==> src/rtl/wbuf_pkg.sv <==
package wbuf_pkg;

    localparam int ADDR_W = 32;
    localparam int DATA_W = 32;
    localparam int BE_W   = DATA_W / 8;

    typedef struct packed {
        logic [ADDR_W-1:0] addr;
        logic [DATA_W-1:0] data;
        logic [BE_W-1:0]   be;
    } wentry_t;

    // Locked read-modify-write progress
    typedef enum logic [1:0] {
        LK_OFF,
        LK_RD,
        LK_HOLD,
        LK_WR
    } lkst_t;

    // A read may go to the bus when nothing is queued, or when it is a plain
    // cacheable memory read and every queued write is flagged as a hit.
    function automatic logic read_may_pass(
        input logic q_empty,
        input logic q_all_hit,
        input logic is_io,
        input logic is_lock,
        input logic cen
    );
        return q_empty || (q_all_hit && !is_io && !is_lock && cen);
    endfunction

endpackage

==> src/rtl/wbuf_fifo.sv <==
module wbuf_fifo
    import wbuf_pkg::*;
#(
    parameter int DEPTH = 4,
    localparam int CW = $clog2(DEPTH) + 1
) (
    input  logic          clk,
    input  logic          rst,
    input  logic          push,
    input  wentry_t       push_ent,
    input  logic          push_hit,
    input  logic          pop,
    input  logic          clr_hit,
    output wentry_t       head,
    output logic [CW-1:0] count,
    output logic          all_hit
);
    // DEPTH must be a power of two: pointers wrap by overflow
    localparam int PW = $clog2(DEPTH);

    wentry_t          mem [DEPTH];
    logic [DEPTH-1:0] hit;
    logic [DEPTH-1:0] occ;
    logic [PW-1:0]    offs [DEPTH];
    logic [PW-1:0]    rp, wp;

    always_ff @(posedge clk) begin
        if (push) mem[wp] <= push_ent;
    end

    always_ff @(posedge clk) begin
        if (rst) begin
            rp    <= '0;
            wp    <= '0;
            count <= '0;
            hit   <= '0;
        end else begin
            if (push) wp <= wp + 1'b1;
            if (pop)  rp <= rp + 1'b1;
            count <= count + CW'(push) - CW'(pop);
            for (int i = 0; i < DEPTH; i++) begin
                if (clr_hit)
                    hit[i] <= 1'b0;
                else if (push && wp == PW'(i))
                    hit[i] <= push_hit;
            end
        end
    end

    genvar g;
    generate
        for (g = 0; g < DEPTH; g++) begin : g_occ
            assign offs[g] = PW'(g) - rp;
            assign occ[g]  = {1'b0, offs[g]} < count;
        end
    endgenerate

    assign all_hit = &(~occ | hit);
    assign head    = mem[rp];

endmodule

==> src/rtl/wbuf_sched.sv <==
module wbuf_sched
    import wbuf_pkg::*;
(
    input  logic idle,
    input  logic rd_done,
    input  logic lk_busy,
    input  logic q_empty,
    input  logic q_all_hit,
    input  logic cache_en,
    input  logic rd_valid,
    input  logic rd_io,
    input  logic rd_lock,
    output logic go_rd,
    output logic go_wr,
    output logic go_bypass
);
    logic rd_ok;

    always_comb begin
        rd_ok     = rd_valid && !lk_busy &&
                    read_may_pass(q_empty, q_all_hit, rd_io, rd_lock, cache_en);
        go_rd     = idle && !rd_done && rd_ok;
        go_wr     = idle && !go_rd && !q_empty;
        go_bypass = go_rd && !q_empty;
    end

endmodule

==> src/rtl/wbuf_bypass.sv <==
module wbuf_bypass
    import wbuf_pkg::*;
#(
    parameter int DEPTH = 4
) (
    input  logic              clk,
    input  logic              rst,
    input  logic              wr_valid,
    output logic              wr_ready,
    input  logic [ADDR_W-1:0] wr_addr,
    input  logic [DATA_W-1:0] wr_data,
    input  logic [BE_W-1:0]   wr_be,
    input  logic              wr_hit,
    input  logic              rd_valid,
    input  logic [ADDR_W-1:0] rd_addr,
    input  logic              rd_io,
    input  logic              rd_lock,
    output logic              rd_done,
    output logic [DATA_W-1:0] rd_rdata,
    input  logic              inv,
    input  logic              cache_en,
    output logic              bus_req,
    output logic              bus_we,
    output logic [ADDR_W-1:0] bus_addr,
    output logic [DATA_W-1:0] bus_wdata,
    output logic [BE_W-1:0]   bus_be,
    output logic              bus_io,
    output logic              bus_lock,
    output logic              bus_cache,
    input  logic              bus_rdy,
    input  logic [DATA_W-1:0] bus_rdata
);
    localparam int CW = $clog2(DEPTH) + 1;

    logic          push, pop, clr_hit;
    logic          go_rd, go_wr, go_bypass;
    logic          q_all_hit, q_empty;
    logic [CW-1:0] count;
    wentry_t       head, new_ent;
    lkst_t         lk;

    assign q_empty  = (count == '0);
    assign wr_ready = cache_en ? (count != CW'(DEPTH)) : q_empty;
    assign push     = wr_valid && wr_ready;
    assign new_ent  = '{addr: wr_addr, data: wr_data, be: wr_be};
    assign pop      = go_wr;
    assign clr_hit  = inv || go_bypass;

    wbuf_fifo #(.DEPTH(DEPTH)) u_fifo (
        .clk      (clk),
        .rst      (rst),
        .push     (push),
        .push_ent (new_ent),
        .push_hit (wr_hit && cache_en),
        .pop      (pop),
        .clr_hit  (clr_hit),
        .head     (head),
        .count    (count),
        .all_hit  (q_all_hit)
    );

    wbuf_sched u_sched (
        .idle      (!bus_req),
        .rd_done   (rd_done),
        .lk_busy   (lk != LK_OFF),
        .q_empty   (q_empty),
        .q_all_hit (q_all_hit),
        .cache_en  (cache_en),
        .rd_valid  (rd_valid),
        .rd_io     (rd_io),
        .rd_lock   (rd_lock),
        .go_rd     (go_rd),
        .go_wr     (go_wr),
        .go_bypass (go_bypass)
    );

    always_ff @(posedge clk) begin
        if (rst) begin
            bus_req   <= 1'b0;
            bus_we    <= 1'b0;
            bus_addr  <= '0;
            bus_wdata <= '0;
            bus_be    <= '0;
            bus_io    <= 1'b0;
            bus_lock  <= 1'b0;
            bus_cache <= 1'b0;
            rd_done   <= 1'b0;
            rd_rdata  <= '0;
            lk        <= LK_OFF;
        end else begin
            rd_done <= 1'b0;
            if (bus_req && bus_rdy) begin
                bus_req <= 1'b0;
                if (!bus_we) begin
                    rd_done  <= 1'b1;
                    rd_rdata <= bus_rdata;
                end
                case (lk)
                    LK_RD:   lk <= LK_HOLD;
                    LK_WR: begin
                        lk       <= LK_OFF;
                        bus_lock <= 1'b0;
                    end
                    default: ;
                endcase
            end else if (go_rd) begin
                bus_req   <= 1'b1;
                bus_we    <= 1'b0;
                bus_addr  <= rd_addr;
                bus_wdata <= '0;
                bus_be    <= '1;
                bus_io    <= rd_io;
                bus_lock  <= rd_lock;
                bus_cache <= cache_en && !rd_io && !rd_lock;
                if (rd_lock) lk <= LK_RD;
            end else if (go_wr) begin
                bus_req   <= 1'b1;
                bus_we    <= 1'b1;
                bus_addr  <= head.addr;
                bus_wdata <= head.data;
                bus_be    <= head.be;
                bus_io    <= 1'b0;
                bus_cache <= 1'b0;
                if (lk == LK_HOLD) lk <= LK_WR;
            end
        end
    end

endmodule

==> config.mk <==
export PLATFORM = sky130hd
export DESIGN_NAME = wbuf_bypass
export DESIGN_NICKNAME = d
export VERILOG_FILES = /design/src/rtl/wbuf_pkg.sv /design/src/rtl/wbuf_fifo.sv /design/src/rtl/wbuf_sched.sv /design/src/rtl/wbuf_bypass.sv
export SDC_FILE = /design/constraint.sdc
export NUM_CORES = 1
export LEC_CHECK = 0
export ABC_AREA = 1
export BUFFER_PORTS_ARGS = -buffer_cell sky130_fd_sc_hd__buf_2
export CAP_MARGIN = 10
export CORE_MARGIN = 1
export CORE_UTILIZATION = 45
export CTS_CLUSTER_SIZE = 20
export DETAILED_ROUTE_END_ITERATION = 10
export PLACE_DENSITY_LB_ADDON = 0.05
export SETUP_SLACK_MARGIN = 0.3
export SLEW_MARGIN = 25
export SYNTH_ARGS = -nofsm -noshare
export SYNTH_HDL_FRONTEND = slang
export SYNTH_SLANG_ARGS = --single-unit
==> constraint.sdc <==
create_clock -name clk -period 3.99 [get_ports clk]
set_clock_uncertainty 0.1 [all_clocks]
set_input_delay 0.1995 -clock clk [delete_from_list [all_inputs] [get_ports clk]]
set_output_delay 0.1995 -clock clk [all_outputs]
set_load 0.02 [all_outputs]
== Word-level counts from Yosys, hierarchy flattened ==
Memories as Yosys holds them, arrays and structs flattened. A register that Yosys moved wholly into a read port is not among the register bits.
Cells that the tools add are included.

* Add/subtract/negate cells: 8
* Multipliers: 0
* Divide/modulo/power cells: 0
* Order comparisons: 4
* Equal/unequal tests: 10
* Shifts and indexed selects: 0
* Muxes and demuxes: 27
* Bitwise gates (word level): 4
* Reductions and logical operators: 43

{| class="wikitable"
|+ Operators with widths
! cell !! count
|-
| 2-to-1 mux 32 bit || 4
|-
| logical AND 1 bit || 19
|-
| 2-to-1 mux 2 bit || 7
|-
| 2-to-1 mux 1 bit || 13
|-
| < comparator 2 x 3 -> 1 bit || 4
|-
| equality test 2 bit (second input constant) || 4
|-
| 2-to-1 mux 4 bit || 2
|-
| AND reduction 4 bit || 2
|-
| logical NOT 1 bit || 7
|-
| AND reduction 2 bit || 3
|-
| nonzero test 2 bit || 3
|-
| nonzero test 3 bit || 2
|-
| OR reduction 2 bit || 3
|-
| adder 2 x 1 -> 2 bit (second input constant) || 2
|-
| equality test 2 x 1 -> 1 bit (second input constant) || 2
|-
| inverter 4 bit || 1
|-
| bitwise OR 4 bit || 1
|-
| case mux 2 bit (2 select lines) || 1
|-
| subtractor 1 x 2 -> 2 bit (first input constant) || 2
|-
| subtractor 2 bit (first input constant) || 2
|-
| adder 3 x 1 -> 3 bit || 1
|-
| logical NOT 3 bit || 1
|-
| inequality test 3 x 1 -> 1 bit (second input constant) || 1
|-
| inequality test 3 x 2 -> 1 bit (second input constant) || 1
|-
| other kinds (6) || 8
|}

* Flip-flop bits (word level): 119
* Bits in latches: 0
* Bits in writable memories: 272
* Memory bits (read-only): 0
* Bits of input ports: 142
* Output and inout bits: 107
* Logic and storage cells: 115
* Memories kept: 1

{| class="wikitable"
|+ Memory list
! memory !! depth !! width !! read ports !! clocked after memory_dff !! write ports !! RTL line !! RTL
|-
| u_fifo.mem || 4 || 68 || 1 || 1 || 1 || wbuf_fifo.sv:21 || <nowiki>wentry_t mem [DEPTH];</nowiki>
|}

== Logic depth before layout (Yosys ltp) ==
* Depth after elaboration: 17
* Depth in mapped cells: 19
* Gate-level depth less buffers: 18

== Cells and area by module ==
From an unflattened synthesis, not the netlist that was laid out.

* Cell total of the unflattened synthesis: 1309
* Area total of the unflattened synthesis: 15018.2 µm²

{| class="wikitable"
|+ Modules (own cells, without submodules)
! module !! instances !! cells each !! area each (µm²)
|-
| wbuf_fifo || 1 || 758 || 10782.8
|-
| wbuf_bypass || 1 || 535 || 4167.7
|-
| wbuf_sched || 1 || 16 || 67.6
|}

== Least setup slack after synthesis ==
Ideal clock, no wire load.

* Kind: register to register
* From: reg u_fifo.count[1]
* To: mem u_fifo.mem[0][0] (netlist name) (enable)
* Library setup time: 0.496 ns
* Arrival: 4.300 ns
* Required time: 3.394 ns
* Slack: -0.906 ns
* Cell stages (with the launch flop): 6
* Path through: dfxtp_1 > nor2_1 > o21ai_0 > nand2_1 > clkbuf_1 > nor2_1

* Longest elaborated chain between the ends: 5
* Elaborated cells on any way between the ends: 6
* Classes of those cells: eq/ne: 1; mux: 3; reduce/logical: 2

{| class="wikitable"
|+ RTL lines
! element !! RTL line !! RTL
|-
| from (decl) || wbuf_fifo.sv:15 || <nowiki>output logic [CW-1:0] count,</nowiki>
|-
| from (signal assigned) || wbuf_fifo.sv:40 || <nowiki>count <= count + CW'(push) - CW'(pop);</nowiki>
|-
| inequality test 3 bit / logical NOT 3 bit (equally long branches) || wbuf_bypass.sv:43, wbuf_bypass.sv:42 ||
|-
| 2-to-1 mux 1 bit (*) || wbuf_bypass.sv:43 || <nowiki>assign wr_ready = cache_en ? (count != CW'(DEPTH)) : q_empty;</nowiki>
|-
| via wr_ready || wbuf_bypass.sv:9 || <nowiki>output logic wr_ready,</nowiki>
|-
| logical AND 1 bit (*) || wbuf_bypass.sv:44 || <nowiki>assign push = wr_valid && wr_ready;</nowiki>
|-
| 2-to-1 mux 1 bit (*) || wbuf_fifo.sv:28 || <nowiki>if (push) mem[wp] <= push_ent;</nowiki>
|-
| 2-to-1 mux 1 bit (not written as such) (*) || wbuf_fifo.sv:28 ||
|-
| to (decl) || wbuf_fifo.sv:21 ||
|}

Mark *: on every way through the listed nets, which the timed path passes. The rest lies on a longest branch.

== Final worst setup path ==
* From: reg u_fifo.rp[1]
* To: reg u_fifo.count[2]

* Longest elaborated chain between the ends: 15
* Elaborated cells on any way between the ends: 21
* Classes of those cells: add/sub: 5; order compare: 4; bitwise: 2; reduce/logical: 10

{| class="wikitable"
|+ RTL lines
! element !! RTL line !! RTL
|-
| from (decl) || wbuf_fifo.sv:25 || <nowiki>logic [PW-1:0] rp, wp;</nowiki>
|-
| from (signal assigned) || wbuf_fifo.sv:39 || <nowiki>if (pop) rp <= rp + 1'b1;</nowiki>
|-
| subtractor 1 x 2 -> 2 bit / subtractor 2 bit (equally long branches) || wbuf_fifo.sv:53 || <nowiki>assign offs[g] = PW'(g) - rp;</nowiki>
|-
| < comparator 2 x 3 -> 1 bit || wbuf_fifo.sv:54 || <nowiki>assign occ[g] = {1'b0, offs[g]} < count;</nowiki>
|-
| inverter 4 bit (*) || wbuf_fifo.sv:58 || <nowiki>assign all_hit = &(~occ | hit);</nowiki>
|-
| bitwise OR 4 bit (*) || wbuf_fifo.sv:58 ||
|-
| AND reduction 4 bit (*) || wbuf_fifo.sv:58 ||
|-
| logical AND 1 bit (*) (3 in series) || wbuf_pkg.sv:30 || <nowiki>return q_empty || (q_all_hit && !is_io && !is_lock && cen);</nowiki>
|-
| logical OR 1 bit (*) || wbuf_pkg.sv:30 ||
|-
| logical AND 1 bit (*) || wbuf_sched.sv:20 || <nowiki>rd_ok = rd_valid && !lk_busy &&</nowiki>
|-
| logical AND 1 bit (*) || wbuf_sched.sv:22 || <nowiki>go_rd = idle && !rd_done && rd_ok;</nowiki>
|-
| logical NOT 1 bit (*) || wbuf_sched.sv:23 || <nowiki>go_wr = idle && !go_rd && !q_empty;</nowiki>
|-
| logical AND 1 bit (*) (2 in series) || wbuf_sched.sv:23 ||
|-
| subtractor 3 x 1 -> 3 bit (*) || wbuf_fifo.sv:40 ||
|}

Mark *: on every way between the ends. The rest lies on a longest branch, timed or not.
A chain may end at the register's enable or synchronous reset.

==> results.sh <==
export IMPL_synth_fp_nets=1435
export IMPL_slew_headroom_pct=34.2
export IMPL_cts_post_setup_buffers_inserted=0
export IMPL_cts_sink_count=393
export IMPL_clock_tree_htree_level_count=2
export IMPL_cp_cell_sequence="xor2_1 > inv_1 > ha_1 > inv_1 > nor2_1 > nand2_1 > nand2_1 > nand3_1 > o21bai_2 > nand2_4 > nand2_4 > xnor2_1 > ha_1 > inv_1 > fa_1 > xor2_1 > o21ai_0 > a21oi_1"
export IMPL_global_route_overflow_total=0
export IMPL_postLayoutCoreUtil_pct=59.7
export IMPL_critical_path_max_stage_delay_ns=0.38
export IMPL_vias_per_std_cell=5.08
export IMPL_min_period_ns=3.26
export IMPL_clock_tree_from_tritoncts="built"
export IMPL_timing_critical_path_arrival_ns=3.57
export IMPL_layout_cells_most_common="sky130_fd_sc_hd__edfxtp_1"
export IMPL_timing_worst_slew_pin_value_ns=0.986
export IMPL_die_height_um=183
export IMPL_worstRegToRegCells=18
export IMPL_routedWlPerCell_um=16.9
export IMPL_design_core_area_mm2=0.0319
export IMPL_synthDistinctLibCells=28
export IMPL_dr_first_iter_drc_count=714
export IMPL_num_nets_final=1799
export IMPL_chipWidth_um=183
export IMPL_drive_above_1_share_pct=20.5
export IMPL_grt_max_degree=99
export IMPL_synth_sequential_area_ratio_pct=71.7
export IMPL_clock_insertion_delay_at_the_later_pin_of_the_skew_report_ns=0.52
export IMPL_rsz0062_at_grt="no"
export IMPL_syn_area_mm2=0.0148
export IMPL_place_port_buffers=248
export IMPL_grt_pass1_vias=10322
export IMPL_max_cap_violations=0
export IMPL_cts_buffer_depth=3
export IMPL_vdd_ir_drop_max_mv=0.426
export IMPL_total_wire_length_um=35700
export IMPL_cts_root_buf="sky130_fd_sc_hd__clkbuf_16"
export IMPL_crit_required_ns=4.29
export IMPL_maxClockFrequency_ghz=0.307
export IMPL_cellPowerDensity_mw_per_mm2=701
export IMPL_final_hold_violation_count=0
export IMPL_synth_seq_cells=393
export IMPL_tritoncts_num_buffers=42
export IMPL_whs_ns=0.0391
export IMPL_die_area_mm2=0.0335
export IMPL_finalSetupViolations=0
export IMPL_setup_tns_final_ns=0
export IMPL_critPathKind="flip-flop to flip-flop"
export IMPL_worst_setup_hold_path_clk_slew_ns=0.06
export IMPL_grt_usage_pct=21.1
export IMPL_synthToLayoutAreaGrowth_pct=29.0
export IMPL_vias=10740
export IMPL_final_cell_mix="sky130_fd_sc_hd__edfxtp_1, sky130_fd_sc_hd__buf_2, sky130_fd_sc_hd__nor2_1, sky130_fd_sc_hd__o21ai_0, sky130_fd_sc_hd__nand2_1"
export IMPL_detail_route_first_pass_iterations=5
export IMPL_pin_count=249
export IMPL_syn_mean_instance_area_um2=11.5
export IMPL_path_common_cell="sky130_fd_sc_hd__inv_1"
export IMPL_worst_hold_path_type="input port to flip-flop"
export IMPL_filler_cell_count=2691
export IMPL_total_chip_power_uw=13400
export IMPL_instances_no_fill=2116
export IMPL_gp_routability_congestion=0.768
export IMPL_cell_at_the_slowest_stage_of_the_critical_path="sky130_fd_sc_hd__dfxtp_1"
export IMPL_detail_route_drc_violations=0
export IMPL_dp_hpwl_um=19800
export IMPL_outcome="complete, no violations"
export IMPL_slew_violations=0
export IMPL_syn_instance_count=1283
export IMPL_number_of_cells_after_detailed_placement=1900
export IMPL_grt_pass1_wl_um=55700
export IMPL_setup_worst_path_start_class="flip-flop"
export IMPL_p_leak_uw=0.00736
export IMPL_ys_warn_count=0
export IMPL_antenna_found_initial=1
export IMPL_postRouteAntennaNets=0
export IMPL_worstPathMaxFanout=25
export IMPL_placementRows=65
export IMPL_initial_core_utilization_pct=46.3
export IMPL_hold_depth=4
export IMPL_critical_path_endpoint_type="flip-flop"
export IMPL_finalCritPeriodShare_pct=81.7
-- stage by stage --
| stage | instance area, um^2 | worst slack, ns |
|---|---|---|
| 6_report | 19000 | 0.729 |
| 5_1_grt | 19000 | 0.358 |
| 4_1_cts | 19000 | 0.663 |
| 3_5_place_dp | 16300 | 0.681 |
| 3_3_place_gp | 16300 | 0.749 |
| 2_1_floorplan | 14800 | -0.726 |
-- state kept, by name (all words and copies together) (netlist names), 3 cells and up, named ones only --
register,flops
bus_addr,32
bus_be,4
bus_wdata,32
rd_rdata,32
u_fifo.count,3
u_fifo.hit,4
u_fifo.mem,272
-- where the power goes --
part | internal [uW] | total (uW) | leakage [uW] | switching [uW]
logic | 1270 | 4100 | 0.00323 | 2840
registers | 5180 | 5530 | 0.00347 | 349
clock network | 2210 | 3730 | 0.000654 | 1520
total | 8660 | 13400 | 0.00736 | 4700
-- synth_stat cells --
cell type | instances | share of area [%]
sky130_fd_sc_hd__a31oi_1 | 32 | 1.4
sky130_fd_sc_hd__nand2_1 | 152 | 3.9
sky130_fd_sc_hd__buf_2 | 10 | 0.34
sky130_fd_sc_hd__o21ai_0 | 210 | 7.1
sky130_fd_sc_hd__fa_1 | 1 | 0.14
sky130_fd_sc_hd__buf_4 | 7 | 0.36
sky130_fd_sc_hd__inv_2 | 8 | 0.20
sky130_fd_sc_hd__clkbuf_1 | 58 | 1.5
sky130_fd_sc_hd__nor3_1 | 1 | 0.034
sky130_fd_sc_hd__buf_6 | 7 | 0.53
sky130_fd_sc_hd__inv_1 | 21 | 0.53
sky130_fd_sc_hd__buf_1 | 1 | 0.025
sky130_fd_sc_hd__nand2_2 | 1 | 0.042
sky130_fd_sc_hd__a21boi_0 | 1 | 0.051
sky130_fd_sc_hd__nor3_2 | 1 | 0.068
sky130_fd_sc_hd__o21ai_1 | 7 | 0.24
sky130_fd_sc_hd__inv_4 | 1 | 0.042
sky130_fd_sc_hd__o21bai_2 | 1 | 0.076
sky130_fd_sc_hd__nand3_1 | 8 | 0.27
sky130_fd_sc_hd__dfxtp_1 | 121 | 16
sky130_fd_sc_hd__xor2_1 | 2 | 0.12
sky130_fd_sc_hd__nand2_4 | 2 | 0.15
sky130_fd_sc_hd__nor2_1 | 229 | 5.8
sky130_fd_sc_hd__edfxtp_1 | 272 | 55
sky130_fd_sc_hd__ha_1 | 9 | 0.76
sky130_fd_sc_hd__xnor2_1 | 1 | 0.059
sky130_fd_sc_hd__o22ai_1 | 68 | 2.9
sky130_fd_sc_hd__a21oi_1 | 51 | 1.7
-- worst max-delay path, delay by kind of cell (launching register included) --
| family | cells | cell delay [ns] |
|---|---|---|
| adders and majority gates | 3 | 0.80 |
| and+or+nand+nor | 6 | 0.75 |
| xor gates and xnor gates | 3 | 0.56 |
| AOI/OAI and AO/OA | 3 | 0.39 |
| DFF | 1 | 0.38 |
| buffers and inverters | 3 | 0.17 |
-- what timing repair did --
item	4_1_cts	5_1_grt
hold buffers	138	0
resized for setup	0	1
endpoints found under the hold margin	345	0
endpoints found under the setup margin	0	1
-- layout make-up --
type	count	area (um^2)	share of cell area, %
clock buffers	62	1240	6.50
well taps	435	544	2.86
repair buffers	403	2760	14.5
diodes	1	2.50	0.0131
flip-flops and latches	393	10600	55.6
multi-input cells	777	3690	19.4
inverters	30	118	0.617
clock inverters	15	92.6	0.486
-- layer usage --
metal	vias up	share of wire (%)	GRT usage, %
met3	46	5.2	3.46
met1	5125	46	28.8
met5	-	0	0
li1	5293	-	-
met4	0	1.6	5.03
met2	276	47	35.2
-- path summary, 6_finish.rpt --
path                          end         start  slack, ns
hold reg to reg      bus_wdata[7]  bus_wdata[7]       0.36
setup reg to reg  u_fifo.count[2]  u_fifo.rp[1]       0.73
setup / recovery  u_fifo.count[2]  u_fifo.rp[1]       0.73
hold / removal      u_fifo.hit[1]           inv       0.04
-- cell families after synthesis --
logic type                 share of synthesized area, %
buffers and inverters                              3.51
DFF                                                71.7
and+or+nand+nor                                    10.3
AOI/OAI and AO/OA                                  13.4
adders and majority gates                         0.898
xor gates and xnor gates                          0.178
Note: power is estimated with default switching activity, not from simulation.
